$ cat src/rtl/lkpar_pkg.sv
package lkpar_pkg;

  // Phase decoded by every lane from the three scan enables.
  typedef enum logic [1:0] {
    PH_IDLE    = 2'd0,
    PH_CAPTURE = 2'd1,
    PH_SHIFT   = 2'd2
  } scan_phase_e;

  function automatic scan_phase_e decode_phase(input logic cap, input logic sh);
    if (cap)     return PH_CAPTURE;
    else if (sh) return PH_SHIFT;
    else         return PH_IDLE;
  endfunction

endpackage

$ cat src/rtl/lkpar_rst_sync.sv
module lkpar_rst_sync (
  input  logic clk,
  input  logic rst_n,
  output logic rst_sync_n
);
  logic s1_q, s2_q;

  always_ff @(posedge clk or negedge rst_n) begin
    if (!rst_n) begin
      s1_q <= 1'b0;
      s2_q <= 1'b0;
    end else begin
      s1_q <= 1'b1;
      s2_q <= s1_q;
    end
  end

  assign rst_sync_n = s2_q;
endmodule

$ cat src/rtl/lkpar_lane.sv
module lkpar_lane
  import lkpar_pkg::*;
#(
  parameter int KEY_DEPTH            = 2,
  parameter bit KEY_CLEAR_ON_CAPTURE = 1'b1
) (
  input  logic                 clk,
  input  logic                 rst_n,
  input  logic                 cap_en,
  input  logic                 shift_en,
  input  logic                 sel,
  input  logic                 scan_in,
  input  logic                 seg_ret,
  output logic                 scan_out,
  output logic                 ins_bit,
  output logic [KEY_DEPTH-1:0] key_cells
);
  scan_phase_e          phase;
  logic                 ins_q, ins_d;
  logic [KEY_DEPTH-1:0] key_q, key_d;

  assign phase = decode_phase(cap_en, shift_en);

  always_comb begin
    ins_d = ins_q;
    key_d = key_q;
    case (phase)
      PH_CAPTURE: begin
        ins_d = sel;
        if (KEY_CLEAR_ON_CAPTURE) key_d = '0;
      end
      PH_SHIFT: begin
        ins_d    = sel ? seg_ret : scan_in;
        key_d[0] = ins_q;
        for (int d = 1; d < KEY_DEPTH; d++) key_d[d] = key_q[d-1];
      end
      default: ;
    endcase
  end

  always_ff @(posedge clk or negedge rst_n) begin
    if (!rst_n) begin
      ins_q <= 1'b0;
      key_q <= '0;
    end else begin
      ins_q <= ins_d;
      key_q <= key_d;
    end
  end

  assign scan_out  = key_q[KEY_DEPTH-1];
  assign ins_bit   = ins_q;
  assign key_cells = key_q;

  // insertion cell takes the select value on capture
  assert_capture_sel_R4: assert property (@(posedge clk) disable iff (!rst_n)
    cap_en |=> (ins_q == $past(sel)));

  // shifting moves the insertion cell into the first key cell
  assert_shift_chain_R2: assert property (@(posedge clk) disable iff (!rst_n)
    (shift_en && !cap_en) |=> (key_q[0] == $past(ins_q)));

  generate
    if (KEY_CLEAR_ON_CAPTURE) begin : g_clr_chk
      // capture wipes the key cells
      assert_key_clear_R5: assert property (@(posedge clk) disable iff (!rst_n)
        cap_en |=> (key_q == '0));
    end
  endgenerate
endmodule

$ cat src/rtl/lkpar_key_logic.sv
module lkpar_key_logic #(
  parameter int            KEY_BITS      = 8,
  parameter logic [KEY_BITS-1:0] KEY_MASK  = '1,
  parameter logic [KEY_BITS-1:0] KEY_VALUE = '0,
  parameter bit            KEY_IN_UPDATE = 1'b0
) (
  input  logic                clk,
  input  logic                rst_n,
  input  logic                upd_en,
  input  logic [KEY_BITS-1:0] key_shift,
  output logic                unlock
);
  logic [KEY_BITS-1:0] src;
  logic [KEY_BITS-1:0] term;

  generate
    if (KEY_IN_UPDATE) begin : g_latched
      logic [KEY_BITS-1:0] kup_q, kup_d;

      always_comb begin
        kup_d = kup_q;
        if (upd_en) kup_d = key_shift;
      end

      always_ff @(posedge clk or negedge rst_n) begin
        if (!rst_n) kup_q <= '0;
        else        kup_q <= kup_d;
      end

      assign src = kup_q;

      // every update copies the key cells into the key registers
      assert_key_latch_R9: assert property (@(posedge clk) disable iff (!rst_n)
        upd_en |=> (kup_q == $past(key_shift)));
    end else begin : g_direct
      assign src = key_shift;
    end
  endgenerate

  // AND/NOT tree: a term is forced true where the mask is clear
  generate
    for (genvar i = 0; i < KEY_BITS; i++) begin : g_term
      if (!KEY_MASK[i])      begin : g_free assign term[i] = 1'b1;    end
      else if (KEY_VALUE[i]) begin : g_one  assign term[i] = src[i];  end
      else                   begin : g_zero assign term[i] = ~src[i]; end
    end
  endgenerate

  assign unlock = &term;
endmodule

$ cat src/rtl/lkpar_upd_cell.sv
module lkpar_upd_cell (
  input  logic clk,
  input  logic rst_n,
  input  logic upd_en,
  input  logic unlock,
  input  logic open_bit,
  output logic select
);
  logic sel_q, sel_d, load;

  assign load = upd_en & unlock;

  always_comb begin
    sel_d = sel_q;
    if (load) sel_d = open_bit;
  end

  always_ff @(posedge clk or negedge rst_n) begin
    if (!rst_n) sel_q <= 1'b0;
    else        sel_q <= sel_d;
  end

  assign select = sel_q;

  // a locked update changes nothing
  assert_locked_hold_R7: assert property (@(posedge clk) disable iff (!rst_n)
    (upd_en && !unlock) |=> $stable(sel_q));

  // an unlocked update takes the lane-0 insertion cell
  assert_open_load_R8: assert property (@(posedge clk) disable iff (!rst_n)
    (upd_en && unlock) |=> (sel_q == $past(open_bit)));
endmodule

$ cat src/rtl/lkpar_sib.sv
module lkpar_sib #(
  parameter int LANES                = 4,
  parameter int KEY_DEPTH            = 2,
  parameter logic [LANES*KEY_DEPTH-1:0] KEY_MASK  = 8'b1011_0110,
  parameter logic [LANES*KEY_DEPTH-1:0] KEY_VALUE = 8'b1001_0100,
  parameter bit KEY_IN_UPDATE        = 1'b0,
  parameter bit KEY_CLEAR_ON_CAPTURE = 1'b1
) (
  input  logic             clk,
  input  logic             rst_n,
  input  logic [LANES-1:0] scan_in,
  input  logic [LANES-1:0] seg_ret,
  input  logic             capture_en,
  input  logic             shift_en,
  input  logic             update_en,
  output logic [LANES-1:0] scan_out,
  output logic             select,
  output logic             unlocked
);
  localparam int KEY_BITS = LANES * KEY_DEPTH;

  logic                rst_i_n;
  logic [LANES-1:0]    ins_bits;
  logic [KEY_BITS-1:0] key_bus;
  logic                unlock;
  logic                sel;

  lkpar_rst_sync u_rst (
    .clk        (clk),
    .rst_n      (rst_n),
    .rst_sync_n (rst_i_n)
  );

  generate
    for (genvar l = 0; l < LANES; l++) begin : g_lane
      lkpar_lane #(
        .KEY_DEPTH            (KEY_DEPTH),
        .KEY_CLEAR_ON_CAPTURE (KEY_CLEAR_ON_CAPTURE)
      ) u_lane (
        .clk       (clk),
        .rst_n     (rst_i_n),
        .cap_en    (capture_en),
        .shift_en  (shift_en),
        .sel       (sel),
        .scan_in   (scan_in[l]),
        .seg_ret   (seg_ret[l]),
        .scan_out  (scan_out[l]),
        .ins_bit   (ins_bits[l]),
        .key_cells (key_bus[l*KEY_DEPTH +: KEY_DEPTH])
      );
    end
  endgenerate

  lkpar_key_logic #(
    .KEY_BITS      (KEY_BITS),
    .KEY_MASK      (KEY_MASK),
    .KEY_VALUE     (KEY_VALUE),
    .KEY_IN_UPDATE (KEY_IN_UPDATE)
  ) u_key (
    .clk       (clk),
    .rst_n     (rst_i_n),
    .upd_en    (update_en),
    .key_shift (key_bus),
    .unlock    (unlock)
  );

  lkpar_upd_cell u_upd (
    .clk      (clk),
    .rst_n    (rst_i_n),
    .upd_en   (update_en),
    .unlock   (unlock),
    .open_bit (ins_bits[0]),
    .select   (sel)
  );

  assign select   = sel;
  assign unlocked = unlock;
endmodule

$ cat config.mk
export PLATFORM = sky130hd
export DESIGN_NAME = lkpar_sib
export DESIGN_NICKNAME = d
export VERILOG_FILES = /design/src/rtl/lkpar_pkg.sv /design/src/rtl/lkpar_rst_sync.sv /design/src/rtl/lkpar_lane.sv /design/src/rtl/lkpar_key_logic.sv /design/src/rtl/lkpar_upd_cell.sv /design/src/rtl/lkpar_sib.sv
export SDC_FILE = /design/constraint.sdc
export NUM_CORES = 1
export LEC_CHECK = 0
export BUFFER_PORTS_ARGS = -buffer_cell sky130_fd_sc_hd__buf_2
export CORE_MARGIN = 2
export CORE_UTILIZATION = 44
export DETAILED_ROUTE_END_ITERATION = 12
export GPL_TIMING_DRIVEN = 0
export PLACE_DENSITY = 0.78
export SLEW_MARGIN = 20
export SYNTH_ARGS = -nofsm -noshare
export SYNTH_HDL_FRONTEND = slang
export SYNTH_HIERARCHICAL = 1
export SYNTH_SLANG_ARGS = --single-unit
$ cat constraint.sdc
create_clock -name clk -period 0.9 [get_ports clk]
set_input_delay 0.135 -clock clk [delete_from_list [all_inputs] [get_ports clk]]
set_output_delay 0.135 -clock clk [all_outputs]
set_load 0.05 [all_outputs]
# --- Yosys cells after proc, flatten, opt, wreduce, memory -nomap -nowiden ---
# Cells that the tools add are included.
word_totals:
  out_inout_bits: 6
  register_bits: 15
  wordCells: 32
classes:
  n_eq_ne: 2
  n_reduce_logical: 2
  bitwise: 3
  n_mux: 14
op_table:
  columns: ["operator", "count"]
  rows:
  - ["case mux 2 bit (2 select lines)", 4]
  - ["case mux 1 bit (2 select lines)", 4]
  - ["AND reduction 5 bit", 1]
  - ["2-to-1 mux 1 bit", 4]
  - ["2-to-1 mux 2 bit", 2]
  - ["equality test 2 x 1 -> 1 bit, second input constant", 1]
  - ["equality test 2 bit, second input constant", 1]
  - ["inverter 1 bit", 2]
  - ["nonzero test 2 bit", 1]
  - ["bitwise AND 1 bit", 1]

# --- Depth between registers and ports, before layout ---
# Gate-level depths: netlist of run 1.
depth:
  depth_word: 4
  ltp_mapped: 5

# --- Hierarchy ---
# The synthesis of run 1 kept the hierarchy.
modules_own_cells:
  columns: ["mod", "instances", "cells_each", "area_per_inst_um2"]
  rows:
  - ["lkpar_lane", 4, 12, 146.4]
  - ["lkpar_rst_sync", 1, 3, 53.8]
  - ["lkpar_upd_cell", 1, 3, 43.8]
  - ["lkpar_key_logic", 1, 2, 12.5]

# --- Least setup slack after synthesis of run 1 ---
# No wires, ideal clock.
synth_timing:
  kind: "reg-to-reg"
  from: "reg g_lane[2].u_lane.key_q[1]"
  to: "reg u_upd.sel_q, in the netlist u_upd/select"
  required_time_ns: 0.775
  path_stages_with_launch: 6
  setup_slack_ns: -1.016
  setup_time_ns: 0.125
  period_less_slack_ns: 1.916
  t_arrival_ns: 1.791
  path_cell_list: "dfrtp_1 buf_4 nor2_1 and4_1 nand2_1 mux2_4"
synth_via:
  elab_chain_len: 3
synth_lines:
  columns: ["item", "line", "rtl"]
  rows:
  - ["from (decl)", "lkpar_lane.sv:20", "logic [KEY_DEPTH-1:0] key_q, key_d;"]
  - ["from (signal assigned)", "lkpar_lane.sv:47", "key_q <= key_d;"]
  - ["inverter 1 bit", "lkpar_key_logic.sv:45", "else begin : g_zero assign term[i] = ~src[i]; end"]
  - ["AND reduction 5 bit", "lkpar_key_logic.sv:49", "assign unlock = &term;"]
  - ["named net unlocked", "lkpar_sib.sv:18", "output logic unlocked"]
  - ["bitwise AND 1 bit", "lkpar_upd_cell.sv:11", "assign load = upd_en & unlock;"]
  - ["to (signal assigned)", "lkpar_upd_cell.sv:20", "else sel_q <= sel_d;"]
  - ["to (decl)", "lkpar_upd_cell.sv:9", "logic sel_q, sel_d, load;"]
# The timed path passes the listed nets, and every way through them passes these cells.
# A chain may end at the register's enable or synchronous reset.

# --- Worst setup path after layout of run 1 ---
layout_timing:
  from: "reg g_lane[2].u_lane.key_q[1]"
  to: "out unlocked"
layout_via:
  elab_chain_len: 2
layout_lines:
  columns: ["item", "line"]
  rows:
  - ["inverter 1 bit", "lkpar_key_logic.sv:45"]
  - ["AND reduction 5 bit", "lkpar_key_logic.sv:49"]
  - ["to (decl)", "lkpar_sib.sv:18"]
# No other way between the ends.

==> metrics.cfg, run 1 <==
[routing]
wirelength_mm=1.41
via_per_inst=5.35
drt_pass1_iterations=4
drc=0
antenna_left=0
avgRoutedWirePerCell_um=14.1
vias=535
drt_iter0_markers=9

[cts]
cts_max_path_buffers=2
cts_buffers=3
cts_tree=built
clkLatencyLatePin_ps=270
clk_pin_slew_ps=90
cts-root-buf=clkbuf_4
clock-sinks=15
htree_levels=1

[die]
core-area_um2=1490
die_y_um=43.5
io_pins=19
placementRows=14
chipWidth_um=43.5
fp.dieArea_um2=1900
start_util=0.462

[yosys]
yosysWarningCount=6
syn_avg_cell_area_um2=12.5
synthCells=55
synth_area_um2=688
syn_nets=68

[setup_path]
reg2reg_to=u_upd/select
regToRegSetupSlack_ps=-410
critPathLaunch=g_lane[2].u_lane/key_cells[1]
worst-path-max-fanout=2
cp.arrival_ps=1260
reg2reg_depth=5
timing.critical_path.required_ps=760
crit_path_end_kind=primary output
path_class=flip-flop to primary output
critPathLaunchType=flip-flop
r2r-start=g_lane[2].u_lane/key_cells[1]

[final_layout]
antennaDiodeCount=0
fin_cells=100
n_fill_cell=127
drive_gt1_frac=0.452
regArea_um2=380
nets=98
final_core_utilization=0.640
multi_input_area_um2=303
area.growth.synth_to_final_pct=38.5

[grt]
grt_max_degree=21
grt_pass1_wl_mm=2.21
grt_overflow=0
first_global_vias=503
antenna_found_initial=0
grt_usage=0.162

[status]
outcome=finished with violations
violations=negative setup slack

[timing]
setup_viol_count_final=12
timing.fmax_mhz=717
setup_slack_ps=-495
hold_violations=0
tightestPinTransition_ps=508
fin_crit_sh=1.55
max-slew-margin-rel=0.661
hold_slack_ps=163
grt_setup_unrepaired=yes
finClkSkew_ps=2.69
slew_viol_final=0
period_minus_slack_ps=1390

[placed_design]
dp_cells=89
gp_congestion=0.679
io_buffers=18
hpwl_um=893

[power]
finalPower_uw=1230
ir_worst_vdd_mv=0.738
p_leak_uw=0.000523
power.density_nw_per_um2=1290

[flow_run]
cap_violations=0

[hold_path]
hold_class=input port to async pin

-- cells in the final DEF (no fill, tap or decap), drive strengths merged, types with 4 or more instances in the layout --
master	count
clkbuf	4
buf	27
a211o	4
a21o	4
nor3b	4
mux2i	8
dfrtp	15
and4bb	4
nor2	9
-- worst max-delay path, stage by stage, from the launching register on --
cell and delay, ps:
dfrtp_2 430, buf_6 120, nor2_4 60, and4_4 220
buf_8 140
-- sequential cells by signal (all words and copies together) (netlist names) --
name	cells
u_rst/rst_sync_n	1
g_lane.u_lane/key_cells	8
g_lane.u_lane/ins_bit	4
u_upd/select	1
u_rst/s1_q	1
-- area by class of cell --
cell class / count / share of cell area
Tap cell: 16 / 0.0210
Sequential cell: 15 / 0.399
Buffer: 3 / 0.0315
Timing Repair Buffer: 25 / 0.203
Multi-Input combinational cell: 37 / 0.318
Clock buffer: 4 / 0.0276
-- stage by stage --
stage	area [um2]	TNS, ps	setup slack [ps]
4_1_cts	933	-1990	-514
3_3_place_gp	811	-1390	-374
3_5_place_dp	811	-1650	-403
6_report	953	-1910	-495
5_1_grt	953	-2350	-543
2_1_floorplan	701	-2570	-644
-- where the power goes --
| group | switching (uW) | internal [uW] |
|---|---|---|
| Sequential | 23.3 | 697 |
| Combinational | 64.5 | 71.3 |
| Clock | 200 | 171 |
-- timing repair --
action	in CTS	in global routing
buffers inserted	5	1
pin swaps	6	1
hold buffers	1	0
resized for setup	16	3
setup endpoints to repair	11	12
hold endpoints to repair	2	0
-- worst max path at each step --
stage,cells past startpoint,endpoint
2_1_floorplan,5,u_upd/select
3_3_place_gp,5,u_upd/select
3_5_place_dp,5,u_upd/select
4_1_cts,4,unlocked
5_1_grt,4,unlocked
6_report,4,unlocked
-- metal layers --
layer,track usage,routed length [um],vias to the layer above
li1,-,-,257
met1,0.186,579,263
met2,0.282,764,13
met3,0.0125,36,2
met4,0.109,27,0
met5,0,0,-
No activity file was read; power rests on OpenSTA's default activity.
==> run 2: changes to the inputs <==
BUFFER_PORTS_ARGS = -buffer_cell sky130_fd_sc_hd__buf_4   (was -buffer_cell sky130_fd_sc_hd__buf_2)
==> metrics.cfg, run 2 (synthesis gave the netlist of run 1 again) <==
[power]
net-switching-power_uw=275
pwr-share-comb=0.122
power.density_nw_per_um2=1230
power_frac_seq=0.585
clock_power_share=0.293
intPower_uw=954
power.share.switching=0.224
ir_worst_vdd_mv=0.886
p_leak_uw=0.000536

[status]
violations=negative setup slack
outcome=finished with violations

[final_layout]
final_core_utilization=0.669
final_cell_mix=buf_4 (15), dfrtp_1 (11), mux2i_1 (8), nor2_1 (8), buf_6 (7)
final_common_cell=buf_4
drive_gt1_frac=0.452
fin_cells=100
area.growth.synth_to_final_pct=44.7
antennaDiodeCount=0
nets=98
largest_reg_flops=8

[grt]
first_global_vias=472
grt_usage=0.143
grt_overflow=0
antenna_found_initial=0
grt_max_degree=21
grt_pass1_wl_mm=2.03

[setup_path]
critPathMaxStageDelay_ps=410
timing.critical_path.required_ps=760
r2r-start=g_lane[0].u_lane/key_cells[1]
worst-path-max-fanout=2
crit_chain=buf_6 -> nor2_2 -> and4_4 -> buf_8
critPathSlowestCell=dfrtp_2
cp.arrival_ps=1250
critPathLaunch=g_lane[0].u_lane/key_cells[1]
path_class=flip-flop to primary output
crit_path_end_kind=primary output
regToRegSetupSlack_ps=-390
critPathLaunchType=flip-flop

[timing]
setup_viol_count_final=12
hold_violations=0
grt_setup_unrepaired=yes
setup_slack_ps=-482
max-slew-margin-rel=0.656
period_minus_slack_ps=1380
timing.fmax_mhz=724
tightestPinTransition_ps=517
fin_crit_sh=1.54
finClkSkew_ps=1.12
slew_viol_final=0
setup-tns-final_ps=-2160

[placed_design]
dp_cells=89
dp_slack_ps=-395
gp_congestion=0.680
io_buffers=18

[die]
die_y_um=43.5
core-area_um2=1490
chipWidth_um=43.5
start_util=0.462
fp.dieArea_um2=1900
placementRows=14
io_pins=19

[routing]
antenna_left=0
drc=0
wirelength_mm=1.24
drt_iter0_markers=0
vias=504
drt_pass1_iterations=1
via_per_inst=5.04
avgRoutedWirePerCell_um=12.4

[cts]
clkLatencyLatePin_ps=270
cts_tree=built
clk_pin_slew_ps=80
clock-sinks=15
cts_buffers=3
cts-root-buf=clkbuf_4
cts_max_path_buffers=2
htree_levels=1

[hold_path]
hold_class=input port to async pin

[flow_run]
cap_violations=0

run 2: cell types whose count changed in the layout (fill, tap and decap cells not counted):
cell / change
buf_12: +1
nor2_2: +1
buf_4: +9
nor2_4: -1
buf_8: +1
buf_2: -11
run 2: layout make-up:
class / instances / area, um2
Sequential cell: 15 / 380
Tap cell: 16 / 20.0
Clock buffer: 4 / 26.3
Timing Repair Buffer: 25 / 241
Buffer: 3 / 30.0
Multi-Input combinational cell: 37 / 298
Fill cell: 115 / 493
run 2: repair_timing:
item | CTS | global route
resized for setup | 13 | 2
setup endpoints to repair | 11 | 11
buffers inserted | 4 | 2
hold buffers | 1 | 0
endpoints found under the hold margin | 2 | 0
pin swaps | 3 | 1
run 2: worst paths after layout:
kind                       cells past startpoint                       endpoint
max                                            4                       unlocked
min in group clk                               2  g_lane[1].u_lane/key_cells[1]
min                                            2                     u_rst/s1_q
max in group asynchronous                      0  g_lane[0].u_lane/key_cells[1]
max reg2reg                                    5                   u_upd/select
min reg2reg                                    0       g_lane[1].u_lane/ins_bit
run 2: stage by stage:
| step | hold WS (ps) | power, uW | cell area [um2] |
|---|---|---|---|
| after floorplan | -161 | 789 | 701 |
| after global placement | -82.5 | 866 | 856 |
| after detailed placement | -80.8 | 870 | 856 |
| after CTS | 167 | 1240 | 973 |
| after global routing | 179 | 1290 | 996 |
| final | 176 | 1230 | 996 |
run 2: worst max-delay path: cells and delay by family (launching register included):
kind          cells  cell delay [ps]
simple gates      2              300
flops             1              410
buf+inv           2              250
run 2: layer usage:
layer / part of all wire / track usage / wire length [um] / up-vias
met4: 0 / 0.0727 / 0 / 0
met3: 0.020 / 0.0125 / 25 / 0
met1: 0.47 / 0.201 / 583 / 240
met2: 0.51 / 0.221 / 634 / 9
li1: - / - / - / 255
met5: 0 / 0 / 0 / -
run 2: power groups by stage:
stage	Sequential [uW]	Clock [uW]	Combinational [uW]
floorplan	737	0	51.7
global placement	733	0	134
detailed placement	733	0	137
CTS	719	370	148
global route	724	399	163
finish	719	361	150
